File: src/rtl/bus_target_seq.sv
module bus_target_seq #(
  parameter int DW    = 8,
  parameter int MY_ID = 5,
  parameter int NW    = 4
) (
  input  logic          clk,
  input  logic          rst_n,
  input  logic          bus_bsy_i,
  input  logic          bus_sel_i,
  input  logic          bus_ack_i,
  input  logic [DW-1:0] bus_db_i,
  output logic          bsy_o,
  output logic          req_o,
  output logic          cd_o,
  output logic          io_o,
  output logic          msg_o,
  output logic [DW-1:0] db_o,
  output logic          db_oe_o,
  input  logic [DW-1:0] buf_data_i,
  output logic          buf_rd_o,
  output logic [DW-1:0] cmd_byte_o,
  output logic          cmd_strobe_o
);
  localparam int SW = DW + 3;
  localparam logic [DW-1:0] GOOD_STATUS = '0;
  localparam logic [DW-1:0] CMD_DONE    = '0;

  typedef enum logic [2:0] {S_IDLE, S_SELW, S_SETUP, S_REQ, S_REL} st_t;
  typedef enum logic [1:0] {P_CMD, P_DATA, P_STAT, P_MSG} ph_t;

  logic [SW-1:0] sy1, sy2;
  always_ff @(posedge clk or negedge rst_n)
    if (!rst_n) begin
      sy1 <= '0;
      sy2 <= '0;
    end else begin
      sy1 <= {bus_bsy_i, bus_sel_i, bus_ack_i, bus_db_i};
      sy2 <= sy1;
    end

  logic          bsy_s, sel_s, ack_s;
  logic [DW-1:0] db_s;
  assign {bsy_s, sel_s, ack_s, db_s} = sy2;

  st_t           st;
  ph_t           ph;
  logic          first;
  logic [NW-1:0] cmd_left;
  logic [DW-1:0] data_left;
  logic [DW-1:0] dreg;

  logic in_phase, go_data, ph_done;
  assign in_phase = (st == S_SETUP) || (st == S_REQ) || (st == S_REL);
  assign ph_done  = (ph == P_CMD)  ? (cmd_left == '0) :
                    (ph == P_DATA) ? (data_left == '0) : 1'b1;
  assign go_data  = (st == S_REL) && !ack_s && data_left != '0 &&
                    ((ph == P_CMD && cmd_left == '0) || ph == P_DATA);

  assign bsy_o    = (st != S_IDLE);
  assign req_o    = (st == S_REQ);
  assign cd_o     = in_phase && (ph != P_DATA);
  assign io_o     = in_phase && (ph != P_CMD);
  assign msg_o    = in_phase && (ph == P_MSG);
  assign db_oe_o  = io_o;
  assign db_o     = dreg;
  assign buf_rd_o = go_data;

  always_ff @(posedge clk or negedge rst_n)
    if (!rst_n) begin
      st           <= S_IDLE;
      ph           <= P_CMD;
      first        <= 1'b1;
      cmd_left     <= '0;
      data_left    <= '0;
      dreg         <= '0;
      cmd_byte_o   <= '0;
      cmd_strobe_o <= 1'b0;
    end else begin
      cmd_strobe_o <= 1'b0;
      case (st)
        S_IDLE:
          if (sel_s && !bsy_s && db_s[MY_ID]) begin
            st        <= S_SELW;
            ph        <= P_CMD;
            first     <= 1'b1;
            cmd_left  <= '0;
            data_left <= '0;
            dreg      <= '0;
          end
        S_SELW:
          if (!sel_s) st <= S_SETUP;
        S_SETUP:
          if (!ack_s) st <= S_REQ;
        S_REQ:
          if (ack_s) begin
            st <= S_REL;
            case (ph)
              P_CMD: begin
                cmd_byte_o   <= db_s;
                cmd_strobe_o <= 1'b1;
                first        <= 1'b0;
                if (first) begin
                  cmd_left  <= db_s[NW-1:0];
                  data_left <= '0;
                end else begin
                  cmd_left  <= cmd_left - 1'b1;
                  data_left <= db_s;
                end
              end
              P_DATA:  data_left <= data_left - 1'b1;
              default: ;
            endcase
          end
        S_REL:
          if (!ack_s) begin
            st <= S_SETUP;
            if (go_data) begin
              ph   <= P_DATA;
              dreg <= buf_data_i;
            end else if (ph_done) begin
              case (ph)
                P_CMD, P_DATA: begin
                  ph   <= P_STAT;
                  dreg <= GOOD_STATUS;
                end
                P_STAT: begin
                  ph   <= P_MSG;
                  dreg <= CMD_DONE;
                end
                default: begin
                  st   <= S_IDLE;
                  ph   <= P_CMD;
                  dreg <= '0;
                end
              endcase
            end
          end
        default: st <= S_IDLE;
      endcase
    end
endmodule


File: config.mk
export PLATFORM = sky130hd
export DESIGN_NAME = bus_target_seq
export DESIGN_NICKNAME = d
export VERILOG_FILES = /design/src/rtl/bus_target_seq.sv
export SDC_FILE = /design/constraint.sdc
export NUM_CORES = 1
export LEC_CHECK = 0
export BUFFER_PORTS_ARGS = -buffer_cell sky130_fd_sc_hd__buf_4
export CAP_MARGIN = 10
export CORE_UTILIZATION = 46
export DETAILED_ROUTE_END_ITERATION = 16
export GPL_TIMING_DRIVEN = 0
export PLACE_DENSITY = 0.69
export SYNTH_ARGS = -nofsm -noshare
export SYNTH_HDL_FRONTEND = slang
export SYNTH_SLANG_ARGS = --single-unit
File: constraint.sdc
create_clock -name clk -period 5.08 [get_ports clk]
set_input_delay 0.254 -clock clk [delete_from_list [all_inputs] [get_ports clk]]
set_output_delay 0.254 -clock clk [all_outputs]
set_load 0.005 [all_outputs]
==> reports/qor.yml <==
io_buffers: 44
reg2reg_slack_ns: 3.05
netlist_top_cells_area: "dfrtp_1, mux2_2, inv_1"
synth_cell_types: 56
combPwrFrac: 0.385
p_seq_frac: 0.362
synth_largest_area_cell: "dfrtp_1"
pin_count: 45
clk_pin_slew_ns: 0.07
synthFlopType: "dfrtp_1"
hold_depth: 1
clk_latency_ns: 0.33
final.period_utilization: 0.493
num_vias: 1932
yosysTopAreaCellShare: 0.550
drc_errors: 0
rr_startpoint: "cmd_left[0]$_DFFE_PN0P_"
slew_violations: 0
cts_tree: "done"
intPower_uw: 1200
dp_hpwl_mm: 3.58
maxUsedRoutingLayer: "met4"
gp_congestion: 0.897
fmax_mhz: 399
synthSimpleGateAreaFrac: 0.147
ys_top_cells_by_count: "dfrtp_1, inv_1, nor2_1, mux2_2, nand3_1"
grt_pass1_wl_mm: 8.91
slew_headroom: 0.538
met3_length_um: 280
clockRootBuffer: "clkbuf_8"
first_pass_iters: 4
syn_area_per_cell_um2: 11.3
cp_data_required_time_ns: 4.83
drive_above_1_share: 0.308
grt_util_all_layers: 0.199
hold_start: "bus_db_i[6]"
worstMarginPinSlew_ns: 0.693
critPathCaptureType: "primary output"
cts_sinks: 57
post-route-min-period_ns: 2.51
hold_path.class: "in2reg"
worst-setup-path-type: "reg2out"
drtAntennaViolNets: 0
area_growth_pct: 25.6
grt_antenna_before_repair: 0
path_cells: "inv_1 -> ha_1 -> or3b_1 -> a32oi_2 -> nand2_4 -> inv_4 -> buf_4"
finalSetupViolCount: 0
final_area_um2: 3200
multi_input_area_um2: 971
cp-start-kind: "flip-flop"
drv_cap: 0
grt_pass1_vias: 1887
place_area_um2: 2970
crit_fanout: 10
hold_viol_final: 0
p_sw_uw: 663
synth_most_common_cell: "dfrtp_1"
power_frac_clock: 0.253
synth_edf_count: 0
finalWirelength_mm: 5.18
overflow: 0
muxShareOfSynthArea: 0.0442
ys_seq_area_frac: 0.560
synth_top_family_by_area: "compound AO/OA/AOI/OAI gates"
synth-compound-area-share: 0.167
layout.nets: 306
swShare: 0.356
post_cts_buffers: 0
worst_ep_arrival_time_ns: 2.25
die-area_um2: 5840
ys_ff_latch: 57
row_count: 26
p_per_area_nw_per_um2: 582
fillers: 449
antenna_cells_inserted: 0
seqCellArea_um2: 1430
synth_area_um2: 2550
ctsLongestPathBuffers: 2
slowest_delay_ns: 0.50
yosys_warnings: 0
rr_worst_depth: 7
core-area_um2: 5200
wl_met1_mm: 2.33
min_to: "sy1[6]$_DFF_PN0_"
async_flop_share: 1.00
synth-adder-area-share: 0.0196
tns_ns: 0
worst_path_max_delay_cell: "a32oi_2"
rsz0062_at_grt: "false"
drt_iter0_drc: 192
grt_max_degree: 58
syn_inst: 225
vias_per_cell: 5.43
cts-buffers-inserted: 9
irDropWorstVdd_v: 0.000282
synth_xor_xnor_area_share: 0.00344
fin_skew_ns: 0.00918
leakage_uw: 0.00146
die_y_um: 76.4
r2r_end: "db_o[4]$_DFFE_PN0P_"
wire_per_inst_um: 14.5
initial_core_util: 0.490
wl_met2_mm: 2.50
htreeDepth: 3
syn-num-nets: 250
outcome: "finished clean"
die_w_um: 76.4
metrics by stage:
step	hold WS, ns	utilization	instances	total power [uW]	setup WS (ns)
floorplan	-0.0416	-	225	1130	3.30
finish	0.0293	0.615	356	1870	2.57
CTS	0.0166	0.615	356	1870	2.58
global route	0.00293	0.615	356	1990	2.47
global placement	0.331	0.570	339	1380	2.95
detailed placement	0.335	0.570	339	1390	2.95
worst max-delay path: cells and delay by family (launching register included):
kind	cells	cell delay [ns]
flip-flops	1	0.41
AO/OA/AOI/OAI	1	0.50
buffers and inverters	3	0.35
AND/OR/NAND/NOR	2	0.52
adder cells (fa/ha/maj)	1	0.14
power groups by stage:
stage / logic, uW / clock network, uW / registers (uW)
finish: 718 / 471 / 676
global placement: 704 / 0 / 680
global route: 798 / 502 / 694
CTS: 715 / 479 / 676
floorplan: 456 / 0 / 670
detailed placement: 712 / 0 / 682
layout make-up:
cell class                 count  share of cell area
sequential                    57               0.446
multi-input combinational    134               0.303
timing repair buffer          45               0.106
clock buffer                   9              0.0387
clock inverter                 7              0.0317
tap                           70              0.0274
inverter                      22              0.0266
buffer                        12              0.0203
layer usage:
metal,track usage,vias to the layer above
met5,0,-
li1,-,921
met1,0.266,953
met4,0.0865,0
met3,0.0563,6
met2,0.302,52
worst max path at each step:
stage / startpoint / to / slack (ns) / cells after the start
after floorplan: cmd_left[0]$_DFFE_PN0P_ / buf_rd_o / 3.30 / 6
after global placement: cmd_left[0]$_DFFE_PN0P_ / buf_rd_o / 2.95 / 7
after detailed placement: cmd_left[0]$_DFFE_PN0P_ / buf_rd_o / 2.95 / 7
after CTS: cmd_left[0]$_DFFE_PN0P_ / buf_rd_o / 2.58 / 7
after global routing: cmd_left[0]$_DFFE_PN0P_ / buf_rd_o / 2.47 / 7
final: cmd_left[0]$_DFFE_PN0P_ / buf_rd_o / 2.57 / 7
repair_timing:
action                    4_1_cts  5_1_grt
hold endpoints to repair       53        0
hold buffers                    1        0
resized for setup               0        0
placed cells by master, fill, tap and decap left out, drive strengths merged, types with 3 or more instances in the layout:
master | synthesis | layout
and3 | 4 | 4
o22ai | 4 | 4
nor2 | 13 | 13
a22o | 3 | 3
nand2 | 8 | 8
buf | 7 | 51
nand3 | 9 | 9
ha | 4 | 4
o21ai | 6 | 6
a31oi | 5 | 5
a21oi | 7 | 7
a311oi | 3 | 3
clkbuf | 5 | 14
mux2 | 10 | 10
inv | 22 | 24
nand2b | 4 | 4
nor3 | 9 | 9
a21boi | 3 | 3
o31ai | 10 | 10
dfrtp | 56 | 56
sequential cells by signal, indices dropped and copies added, names as in the netlist:
signal        flops
cmd_left          4
cmd_byte_o        8
data_left         8
sy1              11
ph                2
db_o              8
sy2              11
first             1
st                3
cmd_strobe_o      1
kinds of logic after synthesis:
kind of cell,count (synthesis)
XOR/XNOR,1
AO/OA/AOI/OAI,56
buffers and inverters,34
multiplexers,10
AND/OR/NAND/NOR,63
flip-flops,57
adder cells (fa/ha/maj),4
Note: power is estimated with default switching activity, not from simulation.
